===== config.mk =====
export PLATFORM = sky130hd
export DESIGN_NAME = mdb_stash
export DESIGN_NICKNAME = d
export VERILOG_FILES = /design/src/rtl/mdb_stash.sv
export SDC_FILE = /design/constraint.sdc
export NUM_CORES = 1
export LEC_CHECK = 0
export ABC_AREA = 1
export BUFFER_PORTS_ARGS = -buffer_cell sky130_fd_sc_hd__buf_2
export CAP_MARGIN = 40
export CORE_AREA = 2 2 68 70
export DETAILED_ROUTE_END_ITERATION = 12
export DIE_AREA = 0 0 70 72
export PLACE_DENSITY = 0.83
export SLEW_MARGIN = 5
export SYNTH_ARGS = -nofsm -noshare
export SYNTH_HDL_FRONTEND = slang
export SYNTH_SLANG_ARGS = --single-unit
export TNS_END_PERCENT = 20

===== constraint.sdc =====
create_clock -name clk -period 3.85 [get_ports clk]
set_clock_uncertainty 0.05 [all_clocks]
set_input_delay 0.5775 -clock clk [delete_from_list [all_inputs] [get_ports clk]]
set_output_delay 0.5775 -clock clk [all_outputs]
set_load 0.01 [all_outputs]

===== src/rtl/mdb_stash.sv =====
module mdb_stash #(
  parameter int W         = 8,
  parameter int DEPTH     = 4,
  parameter int EMPTY_VAL = 255
) (
  input  logic                       clk,
  input  logic                       rst_n,
  input  logic                       host_wr,
  input  logic [W-1:0]               host_wdata,
  input  logic                       host_rd,
  output logic [W-1:0]               host_rdata,
  input  logic                       flush,
  input  logic                       eng_load,
  input  logic [W*DEPTH-1:0]         eng_data,
  input  logic [$clog2(DEPTH+1)-1:0] eng_count,
  input  logic                       eng_is_read,
  output logic [$clog2(DEPTH+1)-1:0] level,
  output logic                       has_data,
  output logic                       full
);
  localparam int CW = $clog2(DEPTH+1);
  localparam logic [CW-1:0] TOP = CW'(DEPTH);

  logic [W-1:0]  slot [DEPTH];
  logic [CW-1:0] lvl;
  logic          has_q, full_q;
  logic [CW-1:0] ld_cnt;
  logic          do_rd, do_wr;

  assign ld_cnt = (eng_count > TOP) ? TOP : eng_count;
  assign do_rd  = host_rd && !eng_load && !flush && (lvl != '0);
  assign do_wr  = host_wr && !host_rd && !eng_load && !flush && (lvl != TOP);

  assign host_rdata = (lvl == '0) ? W'(EMPTY_VAL) : slot[0];
  assign level      = lvl;
  assign has_data   = has_q;
  assign full       = full_q;

  always_ff @(posedge clk) begin
    if (!rst_n) begin
      lvl    <= '0;
      has_q  <= 1'b0;
      full_q <= 1'b0;
      for (int i = 0; i < DEPTH; i++) slot[i] <= '0;
    end else if (eng_load) begin
      for (int i = 0; i < DEPTH; i++) slot[i] <= eng_data[i*W +: W];
      lvl <= ld_cnt;
      if (eng_is_read) begin
        if (ld_cnt != '0) has_q  <= 1'b1;
        if (ld_cnt == TOP) full_q <= 1'b1;
      end
    end else if (flush) begin
      for (int i = 0; i < DEPTH; i++) slot[i] <= '0;
      lvl    <= '0;
      has_q  <= 1'b0;
      full_q <= 1'b0;
    end else if (do_rd) begin
      for (int i = 0; i < DEPTH-1; i++) slot[i] <= slot[i+1];
      slot[DEPTH-1] <= '0;
      lvl <= lvl - 1'b1;
      if (lvl == TOP)       full_q <= 1'b0;
      if (lvl == CW'(1))    has_q  <= 1'b0;
    end else if (do_wr) begin
      for (int i = 0; i < DEPTH; i++)
        if (CW'(i) == lvl) slot[i] <= host_wdata;
      lvl <= lvl + 1'b1;
      if (lvl == TOP - 1'b1) full_q <= 1'b1;
      if (lvl == '0)         has_q  <= 1'b1;
    end
  end

  p_empty_read_quiet_r2: assert property (@(posedge clk) disable iff (!rst_n)
    host_rd && lvl == '0 && !eng_load && !flush
    |=> lvl == '0 && has_q == $past(has_q) && full_q == $past(full_q));

  p_push_grows_r3: assert property (@(posedge clk) disable iff (!rst_n)
    host_wr && !host_rd && lvl < TOP && !eng_load && !flush
    |=> lvl == $past(lvl) + 1'b1);

  p_no_overflow_r4: assert property (@(posedge clk) disable iff (!rst_n)
    host_wr && !host_rd && lvl == TOP && !eng_load && !flush
    |=> lvl == TOP && slot[DEPTH-1] == $past(slot[DEPTH-1]) && slot[0] == $past(slot[0]));

  p_first_push_flags_r5: assert property (@(posedge clk) disable iff (!rst_n)
    host_wr && !host_rd && lvl == '0 && !eng_load && !flush |=> has_q);

  p_last_pop_clears_r6: assert property (@(posedge clk) disable iff (!rst_n)
    host_rd && lvl == CW'(1) && !eng_load && !flush |=> !has_q && lvl == '0);

  p_flush_empties_r7: assert property (@(posedge clk) disable iff (!rst_n)
    flush && !eng_load |=> lvl == '0 && !has_q && !full_q && slot[0] == '0);

  p_load_level_r8: assert property (@(posedge clk) disable iff (!rst_n)
    eng_load |=> lvl == $past(ld_cnt) && lvl <= TOP);

  p_write_load_flags_r9: assert property (@(posedge clk) disable iff (!rst_n)
    eng_load && !eng_is_read |=> $stable(has_q) && $stable(full_q));

  p_load_beats_host_r10: assert property (@(posedge clk) disable iff (!rst_n)
    eng_load && (flush || host_rd || host_wr) |=> slot[0] == $past(eng_data[W-1:0]));
endmodule


; ---- Word-level counts from Yosys, hierarchy flattened
; Memories as Yosys holds them, arrays and structs flattened.
; Cells that the tools add are included.
[classes]
add_sub_neg = 2
n_lt_le_gt_ge = 1
n_eq_ne = 13
muxes = 79
bitwise = 16
n_reduce_logical = 18
[op_table]
columns = op, n
row1 = two-way mux 8 bit, 17
row2 = two-way mux 1 bit, 57
row3 = OR 1 bit, 16
row4 = two-way mux 3 bit, 5
row5 = nonzero test 4 bit, 3
row6 = AND reduction 5 bit, 2
row7 = != test 4 x 3 -> 1 bit (second input constant), 2
row8 = logical AND 1 bit, 7
row9 = == test 2 x 3 -> 1 bit (first input constant), 2
row10 = == test 3 bit (second input constant), 2
row11 = != test 2 x 1 -> 1 bit (second input constant), 3
row12 = nonzero test 3 bit, 2
row13 = adder 3 x 1 -> 3 bit (second input constant), 1
row14 = == test 1 x 3 -> 1 bit (first input constant), 1
row15 = == test 3 x 1 -> 1 bit (second input constant), 1
row16 = == test 3 x 2 -> 1 bit (second input constant), 1
row17 = > comparator 3 bit (second input constant), 1
row18 = logical NOT 1 bit, 3
row19 = logical NOT 3 bit, 1
row20 = != test 3 bit (second input constant), 1
row21 = subtractor 3 x 1 -> 3 bit (second input constant), 1
[totals]
regBits = 5
mem_bits_rw = 32
inputBits = 50
output_inout_bits = 13
wordCells = 133
n_memories = 1
[memory_table]
columns = name, words, width, rd, rd_clocked_by_memory_dff, write_ports, line
row1 = slot, 4, 8, 4, 0, 4, 24  ; logic [W-1:0] slot [DEPTH];

; ---- Longest topological paths before layout
[logic_depth]
depth_word = 12
depth_mapped = 10
mapped_depth_nobuf = 9

; ---- Worst setup path after synthesis
; Ideal clock, no wire load.
[synth_timing]
path_type = flip-flop to flip-flop
startpoint = reg lvl[0] (netlist: level[0])
endpoint = mem slot[0][0], enable pin
t_arrival_ns = 1.525
setup_slack_ns = 1.891
stages_incl_launch_ff = 8
n_path_buf = 0
synth_period_minus_slack_ns = 1.959
path_cell_list = dfxtp_1 inv_1 ha_1 nand2_2 nand3_1 inv_1 nor3_1 o21ai_0
[synth_lines]
columns = element, line
row1 = "start, declared", 25  ; logic [CW-1:0] lvl;
row2 = "start signal, assigned", 47  ; lvl <= ld_cnt;
row3 = "start signal, assigned", 60  ; lvl <= lvl - 1'b1;
row4 = "start signal, assigned", 66  ; lvl <= lvl + 1'b1;
row5 = "end, declared", 24

; ---- Worst setup path after layout
[layout_timing]
startpoint = reg lvl[0] (netlist: level[0])
endpoint = out host_rdata[4]
[layout_via]
elab_chain_cells = 2
[layout_lines]
columns = element, line
row1 = logical NOT 3 bit, 34  ; assign host_rdata = (lvl == '0) ? W'(EMPTY_VAL) : slot[0];
row2 = two-way mux 8 bit, 34
row3 = "end, declared", 11  ; output logic [W-1:0] host_rdata,
; Every way passes these cells.

==> qor.txt <==
Critical Path AT = 1850 ps
die height = 72 µm
Rows = 24
Post-Syn Instances = 298
CP Launch Type = flip-flop
total grt overflow = 0
Setup Viol. Count Final = 0
via-per-instance ratio = 5.40
VDD IR max = 197 µV
Final Wtd Congestion = 0.858
Slew @ Worst Pin = 678 ps
Post-layout nets = 416
post-CTS sizing = 0
synthesized area = 0.00238 mm²
kind of cell adding the most delay to the critical path = flip-flops
CTS tree = done
setup bufs post-CTS = 0
Hold Violations, Final = 0
Global Route Usage Sum = 24.4%
post-synthesis register bit count = 37
period utilization = 64.3%
WL/cell = 13.6 µm
Layout area overhead = 19.5%
relative slew slack = 54.8%
sequential fraction of the synthesis area = 44.7%
Unique masters post-synth = 26
H-tree levels = 2
ordered list of cells on the worst path = inv_1 > ha_1 > nand2_2 > inv_1 > or2_2 > buf_2
CTS buffer count = 5
Iter 0 DRT Violations = 156
DRC viols = 0
clock buffer depth = 2
Core Region = 0.00426 mm²
Vias = 2230
DRT antenna net count = 0
synth warn = 0
unrepaired setup endpoints after global routing = false
final worst slack = 1380 ps
synthesized area per cell = 7.97 µm²
Crit. End Element = primary output
top cell type's share of synthesized area = 40.4%
worst path required time = 3220 ps
Synth area leaders = edfxtp_1 40%, nand2_1 16%, inv_1 4.4%
Worst path most repeated cell = inv_1
Initial Utilization = 55.7%
IO Pins = 63
reg2reg setup slack = 1650 ps
leakage = 0.00142 µW
crit path max-delay cell type = dfxtp_1
Fin Setup TNS = 0 ps
Worst path max stage delay = 470 ps
input/output buffers = 62
crit path max fanout = 8
Yosys top cell by area = edfxtp_1
outcome = finished, final reports clean
first-pass GRT wire length = 9.67 mm
vias in the first global route = 2148
pin count of the biggest net entering global routing = 27
Pins Over Slew Limit = 0
max-cap violations = 0
Clock Root Buffer = clkbuf_8
P per Cell Area = 383 mW/mm²
WL final = 5.63 mm
CTS hold repair buffers = 0
syn nets = 354
initial antenna violation count = 0
Peak Freq = 404 MHz
clock latency on the worst-skew pair = 300 ps
drt pass-1 iters = 5
antenna cells = 0
min Tclk post-route = 2470 ps
WS Path Type = flip-flop to primary output
TritonCTS Sinks = 37
share of post-route cells with drive strength above 1 = 28.8%
Chip Width = 70 µm
CP Buf/Inv Count = 3
Post-DP HPWL = 4.32 mm
dpl ws = 1610 ps
Die Footprint = 0.00504 mm²
CTS clk-pin slew, worst paths = 70 ps
Hold/Removal Path Class = flip-flop to flip-flop
power by group:
group | switching [µW] | leakage [µW] | internal, µW | total [µW]
clock network | 151 | 0.0000687 | 261 | 412
registers | 12.6 | 0.000403 | 474 | 486
logic | 112 | 0.000948 | 77.2 | 190
total | 276 | 0.00142 | 812 | 1090
worst min-delay path, cell delays in order (launching register included):
cell and delay, ps:
dfxtp_1 310, inv_1 50, a21oi_1 60
worst paths after layout:
path                 start            end  cells past startpoint
hold reg to reg       full           full                      2
setup / recovery  level[0]  host_rdata[4]                      6
hold / removal        full           full                      2
setup reg to reg  level[0]     slot[0][6]                      8
synthesized netlist by cell type:
master,number
buf_4,1
a21oi_1,14
edfxtp_1,32
inv_1,28
a21oi_2,8
dfxtp_1,5
nand2_4,3
inv_2,2
buf_2,4
nor2_1,22
nand4_1,11
nand2_2,4
nand4_4,1
nor2_2,3
or2_2,8
nor2_8,1
nand2_1,101
nor3_1,2
ha_1,6
o21ai_0,21
clkbuf_1,1
nand3_1,14
xor2_1,1
buf_6,2
nor2_4,2
nand3_4,1
routing by layer:
metal | wire length, µm | vias up | global-route usage [%]
li1 | - | 1101 | -
met1 | 2460 | 1017 | 32.8
met2 | 2650 | 105 | 40.1
met3 | 466 | 7 | 4.58
met4 | 55 | 0 | 8.76
met5 | 0 | - | 0
cell usage in the layout (no fill, tap or decap), drive strengths merged:
cell type / instances
bufinv: 2
dfxtp: 5
ha: 6
nor2: 28
nand3: 15
xor2: 1
buf: 63
a21oi: 22
inv: 31
o21ai: 21
clkbuf: 5
nand4: 12
or2: 8
nor3: 2
edfxtp: 32
nand2: 108
cell families (layout without fill, tap and decap cells):
logic type / count (synthesis) / in the layout / share of synthesized area, %
AO/OA/AOI/OAI: 43 / 43 / 10.3
XOR/XNOR: 1 / 1 / 0.369
adder cells (fa/ha/maj): 6 / 6 / 3.16
buffers and inverters: 38 / 101 / 7.00
flip-flops: 37 / 37 / 44.7
AND/OR/NAND/NOR: 173 / 173 / 34.5
state kept, by name, indices dropped and copies added (netlist names):
name / cells
slot: 32
full: 1
has_data: 1
level: 3
final cells by class:
cell class              instances  area [µm²]
repair buffers                 63         315
fillers                       382        1420
clock buffers                   5        68.8
flip-flops and latches         37        1060
well taps                      52        65.1
multi-input cells             223        1150
clock inverters                 3        68.8
inverters                      30         113
stage by stage:
stage,util [%],std cells,area [µm²],hold WS [ps],power [µW]
final,66.6,413,2840,408,1090
after global routing,66.6,413,2840,450,1140
after CTS,66.6,413,2840,413,1090
after detailed placement,63.4,405,2700,403,685
after global placement,63.3,404,2700,399,678
after floorplan,-,298,2380,419,612
Power figures use the tool's default switching activity.
